$ cat src/rtl/sar_pkg.sv
package sar_pkg;
  localparam int DEF_RES_W    = 10;
  localparam int DEF_DIV_W    = 3;
  localparam int DEF_SEL_W    = 3;
  localparam int DEF_NORM_CYC = 13;
  localparam int DEF_INIT_CYC = 25;
  localparam int DEF_NORM_SH  = 1;
  localparam int DEF_INIT_SH  = 14;

  // effective divide exponent: code 0 is treated as code 1
  function automatic int div_shift(input int code);
    return (code == 0) ? 1 : code;
  endfunction
endpackage

$ cat src/rtl/sar_prescaler.sv
module sar_prescaler #(
  parameter int DIV_W = sar_pkg::DEF_DIV_W
) (
  input  logic             clk,
  input  logic             rst_n,
  input  logic             en,
  input  logic [DIV_W-1:0] div_sel,
  output logic             tick
);
  localparam int PS_W = (1 << DIV_W) - 1;

  logic [PS_W-1:0] cnt;
  logic [PS_W-1:0] mask;

  always_comb begin
    mask = '0;
    for (int i = 0; i < PS_W; i++) begin
      if (i < sar_pkg::div_shift(int'(div_sel))) mask[i] = 1'b1;
    end
  end

  assign tick = en && ((cnt & mask) == mask);

  always_ff @(posedge clk or negedge rst_n) begin
    if (!rst_n)   cnt <= '0;
    else if (!en) cnt <= '0;
    else          cnt <= cnt + 1'b1;
  end

  // disabled prescaler sits at zero
  a_r2_held_in_reset: assert property (@(posedge clk) disable iff (!rst_n)
    !en |=> (cnt == '0));
  // divide factor is at least two, so edges never abut
  a_r1_no_back_to_back: assert property (@(posedge clk) disable iff (!rst_n)
    tick |=> !tick);
endmodule

$ cat src/rtl/sar_sequencer.sv
module sar_sequencer #(
  parameter int SEL_W    = sar_pkg::DEF_SEL_W,
  parameter int NORM_CYC = sar_pkg::DEF_NORM_CYC,
  parameter int INIT_CYC = sar_pkg::DEF_INIT_CYC,
  parameter int NORM_SH  = sar_pkg::DEF_NORM_SH,
  parameter int INIT_SH  = sar_pkg::DEF_INIT_SH
) (
  input  logic             clk,
  input  logic             rst_n,
  input  logic             en,
  input  logic             tick,
  input  logic             start,
  input  logic [SEL_W-1:0] sel_in,
  output logic             busy,
  output logic [SEL_W-1:0] sel_lat,
  output logic             sh_strobe,
  output logic             done,
  output logic             load,
  output logic             step,
  output logic             fin
);
  localparam int CW = $clog2(INIT_CYC + 1);
  localparam logic [CW-1:0] N_LEN = CW'(NORM_CYC);
  localparam logic [CW-1:0] I_LEN = CW'(INIT_CYC);
  localparam logic [CW-1:0] N_SH  = CW'(NORM_SH);
  localparam logic [CW-1:0] I_SH  = CW'(INIT_SH);

  logic          running;
  logic          first;
  logic [CW-1:0] cyc;
  logic [CW-1:0] len_now;
  logic [CW-1:0] sh_now;

  assign len_now = first ? I_LEN : N_LEN;
  assign sh_now  = first ? I_SH  : N_SH;
  assign step    = en && tick && running;
  assign load    = step && (cyc == sh_now);
  assign fin     = step && (cyc == len_now);

  always_ff @(posedge clk or negedge rst_n) begin
    if (!rst_n) begin
      busy      <= 1'b0;
      running   <= 1'b0;
      first     <= 1'b1;
      cyc       <= '0;
      sel_lat   <= '0;
      sh_strobe <= 1'b0;
      done      <= 1'b0;
    end else if (!en) begin
      busy      <= 1'b0;
      running   <= 1'b0;
      first     <= 1'b1;
      cyc       <= '0;
      sh_strobe <= 1'b0;
      done      <= 1'b0;
    end else begin
      sh_strobe <= 1'b0;
      done      <= 1'b0;
      if (start && !busy) busy <= 1'b1;
      if (tick) begin
        if (running) begin
          if (cyc == len_now) begin
            running <= 1'b0;
            busy    <= 1'b0;
            done    <= 1'b1;
            first   <= 1'b0;
          end else begin
            cyc <= cyc + 1'b1;
          end
          if (cyc == sh_now) sh_strobe <= 1'b1;
        end else if (busy) begin
          running <= 1'b1;
          cyc     <= CW'(1);
          sel_lat <= sel_in;
        end
      end
    end
  end

  // completion coincides with busy falling
  a_r7_done_ends_busy: assert property (@(posedge clk) disable iff (!rst_n)
    done |-> (!busy && $past(busy)));
  // busy only falls at completion or on disable
  a_r3_busy_until_done: assert property (@(posedge clk) disable iff (!rst_n)
    ($past(busy) && !busy && $past(en)) |-> done);
  // strobe only inside a conversion
  a_r5_strobe_in_conv: assert property (@(posedge clk) disable iff (!rst_n)
    sh_strobe |-> busy);
  // latched selection frozen while running
  a_r8_sel_frozen: assert property (@(posedge clk) disable iff (!rst_n)
    (running && $past(running)) |-> $stable(sel_lat));
endmodule

$ cat src/rtl/sar_approx.sv
module sar_approx #(
  parameter int RES_W = sar_pkg::DEF_RES_W
) (
  input  logic             clk,
  input  logic             rst_n,
  input  logic             en,
  input  logic             load,
  input  logic             step,
  input  logic             fin,
  input  logic             cmp_hi,
  output logic [RES_W-1:0] dac_code,
  output logic [RES_W-1:0] result
);
  localparam logic [RES_W-1:0] TOP_BIT = {1'b1, {(RES_W-1){1'b0}}};

  logic [RES_W-1:0] sar;
  logic [RES_W-1:0] probe;

  assign dac_code = sar | probe;

  always_ff @(posedge clk or negedge rst_n) begin
    if (!rst_n) begin
      sar    <= '0;
      probe  <= '0;
      result <= '0;
    end else if (!en) begin
      probe  <= '0;
    end else begin
      if (fin) result <= sar;
      if (load) begin
        sar   <= '0;
        probe <= TOP_BIT;
      end else if (step && (probe != '0)) begin
        if (cmp_hi) sar <= sar | probe;
        probe <= probe >> 1;
      end
    end
  end

  // at most one trial bit at a time
  a_r6_probe_onehot: assert property (@(posedge clk) disable iff (!rst_n)
    $onehot0(probe));
  // a high comparator keeps the trial bit
  a_r6_keep_bit: assert property (@(posedge clk) disable iff (!rst_n || !en)
    (step && !load && (probe != '0) && cmp_hi) |=> ((sar & $past(probe)) != '0));
  // result only moves at completion
  a_r7_result_hold: assert property (@(posedge clk) disable iff (!rst_n)
    !$past(fin) |-> $stable(result));
endmodule

$ cat src/rtl/sar_conv_ctrl.sv
module sar_conv_ctrl #(
  parameter int RES_W    = sar_pkg::DEF_RES_W,
  parameter int DIV_W    = sar_pkg::DEF_DIV_W,
  parameter int SEL_W    = sar_pkg::DEF_SEL_W,
  parameter int NORM_CYC = sar_pkg::DEF_NORM_CYC,
  parameter int INIT_CYC = sar_pkg::DEF_INIT_CYC,
  parameter int NORM_SH  = sar_pkg::DEF_NORM_SH,
  parameter int INIT_SH  = sar_pkg::DEF_INIT_SH
) (
  input  logic             clk,
  input  logic             rst_n,
  input  logic             en,
  input  logic             start,
  input  logic [DIV_W-1:0] div_sel,
  input  logic [SEL_W-1:0] sel_in,
  input  logic             cmp_hi,
  output logic             busy,
  output logic [SEL_W-1:0] sel_lat,
  output logic             sh_strobe,
  output logic [RES_W-1:0] dac_code,
  output logic [RES_W-1:0] result,
  output logic             done
);
  logic tick, load, step, fin;

  sar_prescaler #(.DIV_W(DIV_W)) u_pre (
    .clk(clk), .rst_n(rst_n), .en(en), .div_sel(div_sel), .tick(tick)
  );

  sar_sequencer #(
    .SEL_W(SEL_W), .NORM_CYC(NORM_CYC), .INIT_CYC(INIT_CYC),
    .NORM_SH(NORM_SH), .INIT_SH(INIT_SH)
  ) u_seq (
    .clk(clk), .rst_n(rst_n), .en(en), .tick(tick), .start(start),
    .sel_in(sel_in), .busy(busy), .sel_lat(sel_lat), .sh_strobe(sh_strobe),
    .done(done), .load(load), .step(step), .fin(fin)
  );

  sar_approx #(.RES_W(RES_W)) u_sar (
    .clk(clk), .rst_n(rst_n), .en(en), .load(load), .step(step), .fin(fin),
    .cmp_hi(cmp_hi), .dac_code(dac_code), .result(result)
  );

  // no completion while disabled
  a_r9_no_done_disabled: assert property (@(posedge clk) disable iff (!rst_n)
    !$past(en) |-> !done);
endmodule

$ cat config.mk
export PLATFORM = sky130hd
export DESIGN_NAME = sar_conv_ctrl
export DESIGN_NICKNAME = d
export VERILOG_FILES = /design/src/rtl/sar_pkg.sv /design/src/rtl/sar_prescaler.sv /design/src/rtl/sar_sequencer.sv /design/src/rtl/sar_approx.sv /design/src/rtl/sar_conv_ctrl.sv
export SDC_FILE = /design/constraint.sdc
export NUM_CORES = 1
export LEC_CHECK = 0
export BUFFER_PORTS_ARGS = -buffer_cell sky130_fd_sc_hd__buf_2
export CAP_MARGIN = 10
export CORE_UTILIZATION = 60
export DETAILED_ROUTE_END_ITERATION = 8
export PLACE_DENSITY_LB_ADDON = 0.08
export SLEW_MARGIN = 25
export SYNTH_ARGS = -nofsm -noshare
export SYNTH_HDL_FRONTEND = slang
export SYNTH_HIERARCHICAL = 1
export SYNTH_SLANG_ARGS = --single-unit
$ cat constraint.sdc
create_clock -name clk -period 5.3 [get_ports clk]
set_input_delay 1.06 -clock clk [delete_from_list [all_inputs] [get_ports clk]]
set_output_delay 1.06 -clock clk [all_outputs]
set_load 0.01 [all_outputs]
==> impl_metrics.yaml <==
status:
  status: "finished clean"
route:
  drc: 0
  drt-total-wl_um: 4307
  drt_first_pass_iters: 4
  wl_per_cell_um: 15.06
  postRouteAntennaNets: 0
  via_total_after_detailed_routing: 1646
  drt_iter0_markers: 129
  detail_route.vias_per_cell: 5.755
die:
  die_h_um: 64.10
  fp-row-count: 22
  dieArea_mm2: 0.004108
  placeableCoreArea_mm2: 0.003689
  num_io_pins: 37
  die_w_um: 64.10
  starting_density_of_the_core: 0.6272
critical_path:
  timing.critical_path.from_type: "primary input"
  crit_required_ns: 5.49
  path_max_fanout: 35
  crit_path_end_kind: "flop"
  startpoint: "en"
  rr_worst_depth: 9
  path_class: "primary input to flop"
  reg2reg_slack_ns: 2.36
  cp.arrival_ns: 3.81
  r2r-start: "u_pre/cnt[4]"
  worst_r2r_endpoint: "u_sar/sar[6]"
pwr:
  clock_power_share: 0.383
  p_comb_frac: 0.046
  power_per_cell_area_mw_per_mm2: 258.6
  ir_drop_uv: 150.9
  p_sw_frac: 0.2134
  power.switching_w: 0.0001462
  internal_power_w: 0.0005388
  p_seq_frac: 0.571
  total_power_w: 0.0006851
  power.leakage_nw: 1.351
placed_design:
  final_weighted_congestion_in_routability_driven_placement: 0.8067
  dpl.cell_count: 278
  numPortBuffers: 36
  placedInstanceArea_mm2: 0.002536
  post_detailed_placement_half_perimeter_wirelength_um: 3009
timing:
  clock-skew-final_ns: 0.01059
  tightestPinTransition_ns: 0.7402
  fmax_mhz: 276.3
  timing_max_transition_violations_final: 0
  setup_viol_count_final: 0
  tns_ns: 0
  timing.final.crit_period_ns: 3.619
  slew_headroom: 0.5055
  part_of_the_cycle_the_worst_path_needs: 0.6829
  hold_viol: 0
  rsz0062_at_grt: "no"
clock_tree:
  tritoncts_num_sinks: 50
  ctsHoldBuffers: 0
  cts_setup_buffers: 0
  worst_setup_hold_path_clk_slew_ns: 0.09
  insertion_delay_of_the_later_clocked_pin_in_the_worst_skew_pair_ns: 0.30
  cts.path.max_buffers: 2
  cts_htree_levels: 2
  clockRootBuffer: "sky130_fd_sc_hd__clkbuf_8"
  cts_tree: "done"
  inserted_clock_buffers: 5
  cts_resized: 0
global_route:
  globalRouteTotalUtil: 0.2274
  grt_pass1_vias: 1527
  antenna_found_initial: 0
  maximum_number_of_pins_on_one_net_before_global_route_repair: 51
  first_pass_grt_wire_length_um: 7038
  gr-total-overflow: 0
finish:
  final_layout_size_suffix_gt1_frac: 0.3025
  finish.net_count: 251
  most-common-layout-cells: "sky130_fd_sc_hd__dfrtp_1, sky130_fd_sc_hd__buf_2, sky130_fd_sc_hd__nor2_1, sky130_fd_sc_hd__nand2_1"
  antenna_cells: 0
  area_growth_pct: 14.49
  leading_cell_type_in_the_layout_fill_and_taps_excluded: "sky130_fd_sc_hd__dfrtp_1"
  post-route-cell-area_mm2: 0.002649
  final-instance-count-excl-fill: 286
synthesis:
  synth_top_family_by_area: "simple AND/OR/NAND/NOR gates"
  synth_async_sr_flop_share: 1.000
  synth-seq-area-share: 0.5414
  synth_xor_area_frac: 0.01136
  synth_compound_area_frac: 0.1347
  netlist_instances: 198
  synth.ff_latch_count: 50
  ys_types: 53
  synth_simple_gate_area_frac: 0.1660
  yosys-mux-area-fraction: 0.1065
  synth-edff-count: 0
  synth.net_count: 212
  synth_flop_cell: "sky130_fd_sc_hd__dfrtp_1"
  area_share_of_fa_ha_maj_cells_after_synthesis: 0.01622
  mean_instance_size_in_the_synthesized_netlist_um2: 11.68
  syn_area_mm2: 0.002313
  yosysWarnings: 6
hold_path:
  min-delay-start: "u_sar/result[1]"
  timing.hold.worst_endpoint: "u_sar/result[1]"
  worst_hold_path.num_cells: 1
  hold_path_class: "flop to flop"
run:
  timing.max_cap.violations: 0
[how the worst max path moves through the flow]
| stage | endpoint |
|---|---|
| after floorplan | u_sar/sar[0] |
| after global placement | u_sar/sar[6] |
| after detailed placement | u_sar/sar[0] |
| after CTS | u_sar/sar[0] |
| after global routing | u_sar/sar[1] |
| final | u_sar/sar[6] |
[registers in the layout, indices dropped and copies added, names as in the netlist]
register and count:
u_pre/cnt 7, u_sar/probe 10, u_sar/result 10, u_sar/sar 10, u_seq/busy 1, u_seq/cyc 5
u_seq/done 1, u_seq/first 1, u_seq/running 1, u_seq/sel_lat 3, u_seq/sh_strobe 1
[kinds of logic (layout without fill, tap and decap cells)]
logic type,Yosys count,after routing
flops,50,50
fa+ha+maj,3,3
simple gates,68,68
mux,23,23
buf+inv,11,51
xor+xnor,3,3
compound gates,40,40
[per-stage QoR]
stage	utilization	hold slack, ns	setup slack (ns)
final	0.7181	0.4923	1.681
after global routing	0.7181	0.5093	1.528
after CTS	0.7174	0.4965	1.703
after detailed placement	0.6876	0.4755	1.392
after global placement	0.6876	0.4688	1.487
after floorplan	-	0.4672	1.982
[Yosys cell counts (all sizes together) (2+ instances only)]
cell type  number  share of area
clkbuf          3         0.0049
and2            5          0.014
buf             4          0.012
nor3b           2         0.0065
nor2b           5          0.014
mux2i          10          0.043
nand3b          2         0.0065
nor4            2         0.0054
nand2          12          0.021
inv             4         0.0065
mux2           13          0.063
a21boi          2         0.0065
nand2b          2         0.0054
ha              3          0.016
xnor2           2         0.0076
nor2           14          0.024
a22o            6          0.023
o21a            4          0.013
o21ai           5          0.016
dfrtp          49           0.53
a31oi           2         0.0054
a41oi           4          0.015
or2            10          0.027
and3            3         0.0092
o211ai          2         0.0065
nand3           5          0.013
a21oi           8          0.022
[cell type report]
cell class / instances / area, µm²
clock inverter: 2 / 37.54
multi-input combinational: 137 / 1006
sequential: 50 / 1252
fill: 278 / 1040
timing repair buffer: 39 / 205.2
inverter: 4 / 15.01
clock buffer: 6 / 72.57
tap: 48 / 60.06
[routing by layer]
| layer | global-route usage | vias to the layer above | wire length (µm) |
|---|---|---|---|
| met2 | 0.3723 | 48 | 2271 |
| met5 | 0 | - | 0 |
| met1 | 0.2845 | 812 | 1844 |
| li1 | - | 784 | - |
| met4 | 0.08333 | 0 | 24 |
| met3 | 0.06964 | 2 | 166 |
[power groups by stage]
stage / clock network [W] / logic (W) / registers (W)
global route: 0.000290 / 0.0000357 / 0.000392
CTS: 0.000268 / 0.0000324 / 0.000391
floorplan: 0 / 0.0000122 / 0.000399
detailed placement: 0 / 0.0000324 / 0.000398
finish: 0.000262 / 0.0000318 / 0.000391
global placement: 0 / 0.0000311 / 0.000398
[worst max-delay path: stages]
cell                       delay, ns
sky130_fd_sc_hd__buf_2          0.07
sky130_fd_sc_hd__buf_4          0.28
sky130_fd_sc_hd__nand2_1        0.09
sky130_fd_sc_hd__a31o_2         0.22
sky130_fd_sc_hd__a211oi_1       0.21
sky130_fd_sc_hd__buf_4          0.21
sky130_fd_sc_hd__and3_1         0.16
sky130_fd_sc_hd__buf_4          0.24
sky130_fd_sc_hd__nor3b_1        0.65
sky130_fd_sc_hd__and4b_1        0.35
sky130_fd_sc_hd__a22o_1         0.26
Note: power is estimated with default switching activity, not from simulation.
